<file path="config.mk">
export PLATFORM = sky130hd
export DESIGN_NAME = irq_entry_seq
export DESIGN_NICKNAME = d
export VERILOG_FILES = /design/src/rtl/irq_entry_pkg.sv /design/src/rtl/irq_accept.sv /design/src/rtl/irq_entry_fsm.sv /design/src/rtl/irq_entry_seq.sv
export SDC_FILE = /design/constraint.sdc
export NUM_CORES = 1
export LEC_CHECK = 0
export CORE_UTILIZATION = 24
export DETAILED_ROUTE_END_ITERATION = 10
export GPL_TIMING_DRIVEN = 0
export PLACE_DENSITY = 0.5
export SKIP_LAST_GASP = 1
export SLEW_MARGIN = 20
export SYNTH_ARGS = -nofsm -noshare
export SYNTH_HDL_FRONTEND = slang
export SYNTH_SLANG_ARGS = --single-unit
</file>
<file path="constraint.sdc">
create_clock -name clk -period 3.88 [get_ports clk]
set_input_delay 0.582 -clock clk [delete_from_list [all_inputs] [get_ports clk]]
set_output_delay 0.582 -clock clk [all_outputs]
set_load 0.1 [all_outputs]
</file>
<file path="src/rtl/irq_entry_pkg.sv">
package irq_entry_pkg;
  typedef enum logic [2:0] {
    ST_IDLE, ST_SAVE, ST_PUSH_SR, ST_PUSH_PC, ST_FETCH, ST_DONE
  } ent_state_t;

  typedef enum logic [1:0] {K_NONE, K_EXC, K_FAST, K_NORM} ent_kind_t;

  // status word field positions
  localparam int SR_IE     = 16;
  localparam int SR_US     = 17;
  localparam int SR_PM     = 20;
  localparam int SR_LVL_LO = 24;

  // named synchronous exception codes
  localparam logic [8:0] EXC_PRIV   = 9'd20;
  localparam logic [8:0] EXC_ACCESS = 9'd21;
  localparam logic [8:0] EXC_ILLOP  = 9'd23;
  localparam logic [8:0] EXC_FLOAT  = 9'd25;
  localparam logic [8:0] EXC_NMI    = 9'd30;
endpackage

</file>
<file path="src/rtl/irq_accept.sv">
module irq_accept
  import irq_entry_pkg::*;
#(
  parameter int LVL_W = 4
) (
  input  logic             idle,
  input  logic             sr_ie,
  input  logic [LVL_W-1:0] sr_lvl,
  input  logic             nrm_req,
  input  logic [LVL_W-1:0] nrm_lvl,
  input  logic             fst_req,
  input  logic             exc_req,
  output logic             take,
  output ent_kind_t        take_kind
);
  localparam logic [LVL_W-1:0] MAX_LVL = {LVL_W{1'b1}};

  function automatic logic lvl_below(input logic ie, input logic [LVL_W-1:0] cur,
                                     input logic [LVL_W-1:0] lim);
    return ie && (cur < lim);
  endfunction

  logic fast_ok, norm_ok;
  assign fast_ok = fst_req && lvl_below(sr_ie, sr_lvl, MAX_LVL);
  assign norm_ok = nrm_req && lvl_below(sr_ie, sr_lvl, nrm_lvl);

  always_comb begin
    if (exc_req)      take_kind = K_EXC;
    else if (fast_ok) take_kind = K_FAST;
    else if (norm_ok) take_kind = K_NORM;
    else              take_kind = K_NONE;
  end

  assign take = idle && (take_kind != K_NONE);
endmodule

</file>
<file path="src/rtl/irq_entry_fsm.sv">
module irq_entry_fsm
  import irq_entry_pkg::*;
#(
  parameter int              XLEN       = 32,
  parameter int              LVL_W      = 4,
  parameter int              VEC_W      = 8,
  parameter int              CODE_W     = 9,
  parameter logic [XLEN-1:0] FIXED_BASE = 32'hFFFF_FFC0
) (
  input  logic              clk,
  input  logic              rst_n,
  input  logic              take,
  input  ent_kind_t         take_kind,
  input  logic [VEC_W-1:0]  nrm_vec,
  input  logic [LVL_W-1:0]  nrm_lvl,
  input  logic [CODE_W-1:0] exc_code,
  input  logic [XLEN-1:0]   cur_pc,
  input  logic [XLEN-1:0]   cur_sr,
  input  logic [XLEN-1:0]   cur_r0,
  input  logic [XLEN-1:0]   cur_usp,
  input  logic [XLEN-1:0]   cur_isp,
  input  logic [XLEN-1:0]   tbl_base,
  input  logic [XLEN-1:0]   fst_vec,
  output logic              mem_req,
  output logic              mem_we,
  output logic [XLEN-1:0]   mem_addr,
  output logic [XLEN-1:0]   mem_wdata,
  input  logic [XLEN-1:0]   mem_rdata,
  input  logic              mem_rdy,
  output logic              idle,
  output logic              busy,
  output logic              upd_valid,
  output logic [XLEN-1:0]   new_pc,
  output logic [XLEN-1:0]   new_sr,
  output logic [XLEN-1:0]   new_r0,
  output logic [XLEN-1:0]   new_usp,
  output logic [XLEN-1:0]   new_isp,
  output logic              bk_valid,
  output logic [XLEN-1:0]   bk_pc,
  output logic [XLEN-1:0]   bk_sr,
  output logic              ack_valid,
  output logic              ack_fast,
  output logic [VEC_W-1:0]  ack_vec,
  output logic              clr_nrm,
  output logic              clr_fst,
  output logic              clr_sleep
);
  localparam logic [XLEN-1:0]  WSTEP   = XLEN'(4);
  localparam logic [LVL_W-1:0] MAX_LVL = {LVL_W{1'b1}};
  localparam int               PAD_W   = XLEN - VEC_W - 2;

  function automatic logic [XLEN-1:0] tbl_slot(input logic [XLEN-1:0] base,
                                               input logic [VEC_W-1:0] idx);
    return base + {{PAD_W{1'b0}}, idx, 2'b00};
  endfunction

  function automatic logic [XLEN-1:0] exc_slot(input logic [XLEN-1:0] base,
                                               input logic [CODE_W-1:0] code);
    if (code[CODE_W-1:VEC_W] == '0) return tbl_slot(FIXED_BASE, code[VEC_W-1:0]);
    else                            return tbl_slot(base, code[VEC_W-1:0]);
  endfunction

  ent_state_t        st;
  ent_kind_t         kind;
  logic [VEC_W-1:0]  l_vec;
  logic [LVL_W-1:0]  l_lvl;
  logic [CODE_W-1:0] l_code;
  logic [XLEN-1:0]   l_pc, l_sr, l_r0, l_usp, l_tbl, l_fvec, w_isp, r_pc, r_sr;
  logic [XLEN-1:0]   sr_next, vaddr;

  // status after entry: mode bits cleared, level per kind
  always_comb begin
    sr_next        = l_sr;
    sr_next[SR_IE] = 1'b0;
    sr_next[SR_US] = 1'b0;
    sr_next[SR_PM] = 1'b0;
    if (kind == K_FAST)      sr_next[SR_LVL_LO +: LVL_W] = MAX_LVL;
    else if (kind == K_NORM) sr_next[SR_LVL_LO +: LVL_W] = l_lvl;
  end

  assign vaddr = (kind == K_NORM) ? tbl_slot(l_tbl, l_vec) : exc_slot(l_tbl, l_code);

  always_ff @(posedge clk or negedge rst_n) begin
    if (!rst_n) begin
      st <= ST_IDLE;  kind <= K_NONE;
      l_vec <= '0;  l_lvl <= '0;  l_code <= '0;
      l_pc <= '0;  l_sr <= '0;  l_r0 <= '0;  l_usp <= '0;
      l_tbl <= '0;  l_fvec <= '0;  w_isp <= '0;  r_pc <= '0;  r_sr <= '0;
    end else begin
      case (st)
        ST_IDLE: if (take) begin
          st <= ST_SAVE;  kind <= take_kind;
          l_vec <= nrm_vec;  l_lvl <= nrm_lvl;  l_code <= exc_code;
          l_pc <= cur_pc;  l_sr <= cur_sr;  l_r0 <= cur_r0;  l_usp <= cur_usp;
          l_tbl <= tbl_base;  l_fvec <= fst_vec;  w_isp <= cur_isp;
        end
        ST_SAVE: begin
          if (l_sr[SR_US]) l_usp <= l_r0;
          else             w_isp <= l_r0;
          r_sr <= sr_next;
          if (kind == K_FAST) begin
            r_pc <= l_fvec;
            st   <= ST_DONE;
          end else begin
            st <= ST_PUSH_SR;
          end
        end
        ST_PUSH_SR: if (mem_rdy) begin
          w_isp <= w_isp - WSTEP;
          st    <= ST_PUSH_PC;
        end
        ST_PUSH_PC: if (mem_rdy) begin
          w_isp <= w_isp - WSTEP;
          st    <= ST_FETCH;
        end
        ST_FETCH: if (mem_rdy) begin
          r_pc <= mem_rdata;
          st   <= ST_DONE;
        end
        ST_DONE: st <= ST_IDLE;
        default: st <= ST_IDLE;
      endcase
    end
  end

  assign mem_req   = (st == ST_PUSH_SR) || (st == ST_PUSH_PC) || (st == ST_FETCH);
  assign mem_we    = (st == ST_PUSH_SR) || (st == ST_PUSH_PC);
  assign mem_addr  = (st == ST_FETCH) ? vaddr : (w_isp - WSTEP);
  assign mem_wdata = (st == ST_PUSH_SR) ? l_sr : ((st == ST_PUSH_PC) ? l_pc : '0);

  assign idle      = (st == ST_IDLE);
  assign busy      = !idle;
  assign upd_valid = (st == ST_DONE);
  assign new_pc    = r_pc;
  assign new_sr    = r_sr;
  assign new_r0    = w_isp;
  assign new_isp   = w_isp;
  assign new_usp   = l_usp;
  assign bk_valid  = upd_valid && (kind == K_FAST);
  assign bk_pc     = l_pc;
  assign bk_sr     = l_sr;
  assign clr_nrm   = upd_valid && (kind == K_NORM);
  assign clr_fst   = upd_valid && (kind == K_FAST);
  assign ack_valid = clr_nrm || clr_fst;
  assign ack_fast  = (kind == K_FAST);
  assign ack_vec   = l_vec;
  assign clr_sleep = upd_valid;

  // an unanswered access holds still
  a_r11_hold_access: assert property (@(posedge clk) disable iff (!rst_n)
    mem_req && !mem_rdy |=> mem_req && $stable(mem_addr) && $stable(mem_we) && $stable(mem_wdata));
  // the fast path never touches memory
  a_r5_fast_no_mem: assert property (@(posedge clk) disable iff (!rst_n)
    busy && kind == K_FAST |-> !mem_req);
  // the second push lands one word below the first
  a_r6_push_step: assert property (@(posedge clk) disable iff (!rst_n)
    st == ST_PUSH_PC && $past(st) == ST_PUSH_SR |-> mem_addr == $past(mem_addr) - WSTEP);
  // mode bits are clear in every update
  a_r4_mode_clear: assert property (@(posedge clk) disable iff (!rst_n)
    upd_valid |-> !new_sr[SR_IE] && !new_sr[SR_US] && !new_sr[SR_PM]);
  // acknowledge only with an update and a single clear
  a_r9_ack_clear: assert property (@(posedge clk) disable iff (!rst_n)
    ack_valid |-> upd_valid && $onehot0({clr_nrm, clr_fst}) && (clr_nrm || clr_fst));
  // update is a single-cycle pulse with the sleep clear
  a_r10_pulse: assert property (@(posedge clk) disable iff (!rst_n)
    upd_valid |-> clr_sleep ##1 !upd_valid);
endmodule

</file>
<file path="src/rtl/irq_entry_seq.sv">
module irq_entry_seq
  import irq_entry_pkg::*;
#(
  parameter int              XLEN       = 32,
  parameter int              LVL_W      = 4,
  parameter int              VEC_W      = 8,
  parameter int              CODE_W     = 9,
  parameter logic [XLEN-1:0] FIXED_BASE = 32'hFFFF_FFC0
) (
  input  logic              clk,
  input  logic              rst_n,
  input  logic              nrm_req,
  input  logic [LVL_W-1:0]  nrm_lvl,
  input  logic [VEC_W-1:0]  nrm_vec,
  input  logic              fst_req,
  input  logic              exc_req,
  input  logic [CODE_W-1:0] exc_code,
  input  logic [XLEN-1:0]   cur_pc,
  input  logic [XLEN-1:0]   cur_sr,
  input  logic [XLEN-1:0]   cur_r0,
  input  logic [XLEN-1:0]   cur_usp,
  input  logic [XLEN-1:0]   cur_isp,
  input  logic [XLEN-1:0]   tbl_base,
  input  logic [XLEN-1:0]   fst_vec,
  output logic              mem_req,
  output logic              mem_we,
  output logic [XLEN-1:0]   mem_addr,
  output logic [XLEN-1:0]   mem_wdata,
  input  logic [XLEN-1:0]   mem_rdata,
  input  logic              mem_rdy,
  output logic              busy,
  output logic              upd_valid,
  output logic [XLEN-1:0]   new_pc,
  output logic [XLEN-1:0]   new_sr,
  output logic [XLEN-1:0]   new_r0,
  output logic [XLEN-1:0]   new_usp,
  output logic [XLEN-1:0]   new_isp,
  output logic              bk_valid,
  output logic [XLEN-1:0]   bk_pc,
  output logic [XLEN-1:0]   bk_sr,
  output logic              ack_valid,
  output logic              ack_fast,
  output logic [VEC_W-1:0]  ack_vec,
  output logic              clr_nrm,
  output logic              clr_fst,
  output logic              clr_sleep
);
  logic      idle, take;
  ent_kind_t take_kind;

  irq_accept #(.LVL_W(LVL_W)) u_accept (
    .idle      (idle),
    .sr_ie     (cur_sr[SR_IE]),
    .sr_lvl    (cur_sr[SR_LVL_LO +: LVL_W]),
    .nrm_req   (nrm_req),
    .nrm_lvl   (nrm_lvl),
    .fst_req   (fst_req),
    .exc_req   (exc_req),
    .take      (take),
    .take_kind (take_kind)
  );

  irq_entry_fsm #(
    .XLEN(XLEN), .LVL_W(LVL_W), .VEC_W(VEC_W), .CODE_W(CODE_W), .FIXED_BASE(FIXED_BASE)
  ) u_fsm (
    .clk, .rst_n, .take, .take_kind, .nrm_vec, .nrm_lvl, .exc_code,
    .cur_pc, .cur_sr, .cur_r0, .cur_usp, .cur_isp, .tbl_base, .fst_vec,
    .mem_req, .mem_we, .mem_addr, .mem_wdata, .mem_rdata, .mem_rdy,
    .idle, .busy, .upd_valid, .new_pc, .new_sr, .new_r0, .new_usp, .new_isp,
    .bk_valid, .bk_pc, .bk_sr, .ack_valid, .ack_fast, .ack_vec,
    .clr_nrm, .clr_fst, .clr_sleep
  );

  // an entry starts only from an exception or with interrupts enabled
  a_r1_enable_gate: assert property (@(posedge clk) disable iff (!rst_n)
    $rose(busy) |-> $past(exc_req) || $past(cur_sr[SR_IE]));
  // an exception present at acceptance is the entry taken, so no acknowledge follows
  a_r2_exc_first: assert property (@(posedge clk) disable iff (!rst_n)
    take && exc_req |=> busy && !ack_valid);
endmodule

</file>
==> results.cfg, run 1 <==
[outcome]
outcome = complete, but fails checks
violations = setup timing

[sta]
period_share_pct = 110
whs_ns = 0.472
rsz0062_at_grt = yes
slew_viol_final = 0
fin_ws_ns = -0.395
fmaxAchievable_mhz = 234
fin_skew_ns = 0.0188
worst-slew-pin-transition_ns = 1.15
hold_viol_final = 0
setup_viol = 12
relSlewSlack_pct = 23.0
period_needed_ns = 4.28

[min_path]
hp-start = u_fsm.l_fvec[15]
hold_class = reg -> reg

[critical_path]
cp.required_ns = 3.30
critical_path_class = reg -> out
reg2regPathDepth = 8
startpoint = u_fsm.l_code[0]
worst_path_max_delay_cell = a222oi_1
crit_cells = 9
reg2reg_to = u_fsm.new_isp[30]
max_stage_delay_ns = 0.68
critPathLaunchType = flop
worst-path-buf-inv = 1
critPathCaptureType = output pin
crit_arrival_ns = 3.69
cp_cell_sequence = ha_4 -> fa_2 -> a21o_1 -> a221o_2 -> a21oi_4 -> o21a_1 -> o21ai_1 -> a222oi_1 -> buf_4
r2r_slack_ns = 0.65
r2r-start = u_fsm.st[1]
cpLargestDelayFamily = compound AO/OA/AOI/OAI gates
path_max_fanout = 3
endpoint = mem_addr[26]

[placement]
routabilityCongestion = 0.942
io_buffers = 585
dpl.hpwl_mm = 67.1

[clock_network]
path_clk_slew_ns = 0.05
clk_path_buf_depth = 3
clk_latency_ns = 0.57
tritoncts = yes
root_buffer = clkbuf_16
cts_sinks = 311
cts_made_buffers = 41
h-tree-depth = 2

[finish]
nNetsFinal = 2987
area_growth_pct = 56.5
drive_gt1_share_pct = 13.5
fill_cells = 7041

[yosys]
synthTopCellsByArea = dfrtp_1, nand2_1, mux2i_1, o21ai_0, xnor2_1
synth_compound_area_share_pct = 13.6
synth.top_cell.area_share_pct = 46.0
synth-seq-area-share_pct = 46.0
synth_warnings = 0
synth.mux.area_fraction_pct = 6.00
synth_top_family_by_area = simple AND/OR/NAND/NOR gates
synth.most_common_cell = nand2_1
synth_edf_count = 0
synthAdderAreaFrac_pct = 1.79
synth_area_um2 = 16900
synth_common_cells = nand2_1, dfrtp_1, o21ai_0, nor2_1, clkbuf_1
synth_cell_type_count = 75
async_reset_ff_share_pct = 100
synthCells = 2012
ys_seq_elements = 311
syn_area_per_cell_um2 = 8.40
synth_top_area_cell = dfrtp_1
ys.flop_type = dfrtp_1
synth-xor-area-share_pct = 3.57
yosys.area_share.simple_pct = 22.8

[job]
max_cap_viol_count = 0

[routing]
drt-total-wl_mm = 86.1
drt_iter0_drc = 1217
top_layer_used = met5
drcViolationCount = 0
wl_met2_mm = 40.5
wl_per_cell_um = 23.6
viasPerCell = 4.83
antenna_left = 0
num_vias = 17631
drt-pass1-iter-count = 6
routedLengthMet1_mm = 36.2
wl_met3_mm = 6.76

[floorplan]
rows = 96
core_um2 = 69200
die_area_um2 = 71500
die_w_um = 267
start_util_pct = 24.4
die_h_um = 267
io_pins = 589

[global_routing]
grt_pass1_vias = 17500
grt-ovfl-total = 0
grt_use_total_pct = 23.4
grt_max_degree = 92
antenna_found_initial = 10
grt_pass1_wl_mm = 122
## repair_timing
item | CTS | global route
hold buffers | 1 | 0
setup endpoints to repair | 67 | 53
buffers inserted | 20 | 17
hold endpoints to repair | 48 | 0
gates resized for setup | 336 | 59
pin swaps | 27 | 21
## registers in the layout (all words and copies together) (netlist names)
register	flops
u_fsm.ack_vec	8
u_fsm.bk_pc	32
u_fsm.bk_sr	32
u_fsm.kind	2
u_fsm.l_code	9
u_fsm.l_fvec	32
u_fsm.l_lvl	4
u_fsm.l_r0	32
u_fsm.l_tbl	32
u_fsm.new_isp	32
u_fsm.new_pc	32
u_fsm.new_sr	29
u_fsm.new_usp	32
u_fsm.st	3
## logic make-up after synthesis
family,Yosys count
other cells,1
xor+xnor,69
simple gates,932
fa+ha+maj,23
mux,101
compound gates,364
flops,311
buf+inv,211
## metal layers
layer | vias up | global-route usage, %
met2 | 700 | 38.7
met1 | 8682 | 29.8
met4 | 12 | 6.89
met5 | - | 0
met3 | 128 | 5.92
li1 | 8109 | -
## area by class of cell
class	count	area, µm²	area share [%]
multi-input combinational	1492	8680	32.8
sequential	311	7810	29.5
timing repair buffer	626	6300	23.8
clock buffer	57	1170	4.41
tap	931	1160	4.40
buffer	188	1000	3.79
clock inverter	17	241	0.913
inverter	21	78.8	0.298
antenna	4	10.0	0.0378
## worst min-delay path by stage
stage	to	slack [ns]	cells after the start
3_5_place_dp	u_fsm.new_sr[19]	0.46	2
5_1_grt	u_fsm.l_fvec[29]	0.49	2
4_1_cts	u_fsm.l_fvec[14]	0.47	2
6_report	u_fsm.l_fvec[15]	0.47	2
2_1_floorplan	u_fsm.ack_vec[1]	0.29	0
3_3_place_gp	u_fsm.l_fvec[3]	0.46	2
## tightest hold or removal path, cell delays in order (launching register included)
cell	delay [ns]
dfrtp_1	0.34
nand2_1	0.05
nand2_1	0.05
## cell usage in the layout (no fill, tap or decap), drive strengths merged, types with 13 or more instances in the layout
| cell | count |
|---|---|
| a211oi | 19 |
| a21oi | 54 |
| a221oi | 17 |
| a222oi | 16 |
| buf | 149 |
| clkbuf | 173 |
| clkdlybuf4s15 | 28 |
| clkdlybuf4s50 | 513 |
| dfrtp | 311 |
| ha | 21 |
| inv | 23 |
| mux2i | 98 |
| nand2 | 678 |
| nand3 | 49 |
| nor2 | 111 |
| nor3 | 35 |
| nor4 | 13 |
| o21ai | 167 |
| xnor2 | 59 |
## stage by stage
stage | instance area, µm² | setup TNS, ns | utilization (%) | setup slack [ns] | std cells
2_1_floorplan | 17200 | -4.26 | - | -1.09 | 2014
6_report | 26500 | -2.47 | 38.2 | -0.395 | 3647
5_1_grt | 26400 | -3.81 | 38.2 | -0.491 | 3645
3_3_place_gp | 24300 | -3927.10 | 35.1 | -14.74 | 3530
3_5_place_dp | 24400 | -25.26 | 35.3 | -1.10 | 3535
4_1_cts | 26200 | -2.91 | 37.9 | -0.499 | 3628
Power of run 1 is not shown: default switching activity piles up to over one toggle a cycle in this logic, so the estimate is an artifact.
==> run 2: changes to the inputs <==
--- a/config.mk
+++ b/config.mk
@@ -5,10 +5,12 @@
 export SDC_FILE = /design/constraint.sdc
 export NUM_CORES = 1
 export LEC_CHECK = 0
+export CELL_PAD_IN_SITES_DETAIL_PLACEMENT = 1
+export CELL_PAD_IN_SITES_GLOBAL_PLACEMENT = 2
 export CORE_UTILIZATION = 24
 export DETAILED_ROUTE_END_ITERATION = 10
 export GPL_TIMING_DRIVEN = 0
-export PLACE_DENSITY = 0.5
+export PLACE_DENSITY = 0.78
 export SKIP_LAST_GASP = 1
 export SLEW_MARGIN = 20
 export SYNTH_ARGS = -nofsm -noshare
==> run 2 against run 1 <==
Against the previous run:
- the flow still finishes with violations (setup timing)
- first-iteration DRC count decreased by 16%
- core utilization about the same
- critical endpoint is now mem_addr[28]
- register-to-register slack improved by 0.06 ns
==> results.cfg, run 2 (same netlist as run 1, synthesis figures left out) <==
[outcome]
outcome = complete, but fails checks
violations = setup timing

[floorplan]
die_area_um2 = 71500
rows = 96
start_util_pct = 24.4
die_w_um = 267
core_um2 = 69200
die_h_um = 267
io_pins = 589

[routing]
drt-pass1-iter-count = 6
drcViolationCount = 0
drt-total-wl_mm = 87.7
antenna_left = 0
num_vias = 17718
viasPerCell = 4.86
wl_per_cell_um = 24.1
drt_iter0_drc = 1019

[sta]
slew_viol_final = 0
rsz0062_at_grt = yes
worst-slew-pin-transition_ns = 1.18
period_share_pct = 106
period_needed_ns = 4.13
setup_viol = 9
fmaxAchievable_mhz = 242
relSlewSlack_pct = 20.8
hold_viol_final = 0
fin_skew_ns = 0.0113
fin_ws_ns = -0.247
setup_tns_ns = -1.16

[placement]
io_buffers = 585
post_dp_cell_area_um2 = 24400
routabilityCongestion = 0.896
dpl.hpwl_mm = 68.5
pre_cts_ws_ns = -1.11

[finish]
final_common_cell = nand2_1
drive_gt1_share_pct = 13.6
nNetsFinal = 2988
final_cell_mix = nand2_1, clkdlybuf4s50_1, dfrtp_1
area_growth_pct = 56.6
postLayoutCellArea_um2 = 26500

[critical_path]
critPathLaunchType = flop
crit_arrival_ns = 3.54
critical_path_class = reg -> out
cp.required_ns = 3.30
path_max_fanout = 5
critPathCaptureType = output pin

[min_path]
hold_class = reg -> reg

[clock_network]
path_clk_slew_ns = 0.06
h-tree-depth = 2
cts_made_buffers = 40
clk_path_buf_depth = 3
cts_sinks = 311
root_buffer = clkbuf_16
clk_latency_ns = 0.57
tritoncts = yes

[job]
max_cap_viol_count = 0

[global_routing]
grt_pass1_wl_mm = 127
antenna_found_initial = 13
grt-ovfl-total = 0
grt_use_total_pct = 24.0
grt_max_degree = 91
grt_pass1_vias = 18788
[run 2: changes by cell type in the layout (fill, tap and decap cells not counted), sizes merged]
| cell | change |
|---|---|
| inv | -1 |
| dlymetal6s2s | -1 |
| clkdlybuf4s50 | -2 |
| buf | +10 |
| clkinv | +2 |
| clkbuf | -10 |
| clkdlybuf4s15 | +2 |
[run 2: metal layers]
metal / wire, µm / up-vias / GRT usage [%]
met5: 69 / - / 0
met4: 1900 / 10 / 5.71
met3: 5150 / 103 / 4.90
met2: 43600 / 540 / 41.6
met1: 37000 / 8952 / 30.3
li1: - / 8113 / -
[run 2: critical path, cell delays in order (launching register included)]
cell and delay, ns:
dfrtp_1 0.41, ha_2 0.21, fa_2 0.34, a21o_1 0.20, a221o_2 0.41, buf_4 0.16, a21oi_4 0.22, o21a_1 0.15
o21ai_1 0.06, a222oi_1 0.45, buf_4 0.37
[run 2: layout make-up]
cell class	instances	area [µm²]
fill	8081	42700
multi-input combinational	1492	8680
sequential	311	7800
timing repair buffer	634	6420
tap	931	1160
clock buffer	54	1100
buffer	182	963
clock inverter	18	253
inverter	21	78.8
antenna	4	10.0
[run 2: through the flow]
stage	hold slack, ns	std cells	utilization, %
2_1_floorplan	0.286	2014	-
3_3_place_gp	0.458	3530	35.1
3_5_place_dp	0.464	3536	35.3
4_1_cts	0.478	3641	38.0
5_1_grt	0.498	3647	38.3
6_report	0.474	3647	38.3
[run 2: final timing paths]
path,from,to,slack [ns],cells after the start
worst min register to register,u_fsm.new_sr[14],u_fsm.new_sr[14],0.47,2
worst max register to register,u_fsm.st[1],u_fsm.l_fvec[19],0.71,7
worst min-delay path,u_fsm.new_sr[14],u_fsm.new_sr[14],0.47,2
worst max-delay path,u_fsm.l_code[0],mem_addr[28],-0.25,10
max in group asynchronous,rst_n,u_fsm.ack_vec[0],2.17,4
min in group asynchronous,rst_n,u_fsm.new_usp[22],0.53,2
[run 2: what timing repair did]
| action | 4_1_cts | 5_1_grt |
|---|---|---|
| endpoints found under the hold margin | 46 | 0 |
| gates resized for setup | 358 | 63 |
| pin swaps | 31 | 20 |
| gates cloned | 1 | 0 |
| hold buffers | 1 | 0 |
| setup endpoints to repair | 69 | 62 |
| buffers inserted | 32 | 10 |
Power of run 2 is left out for the same reason.
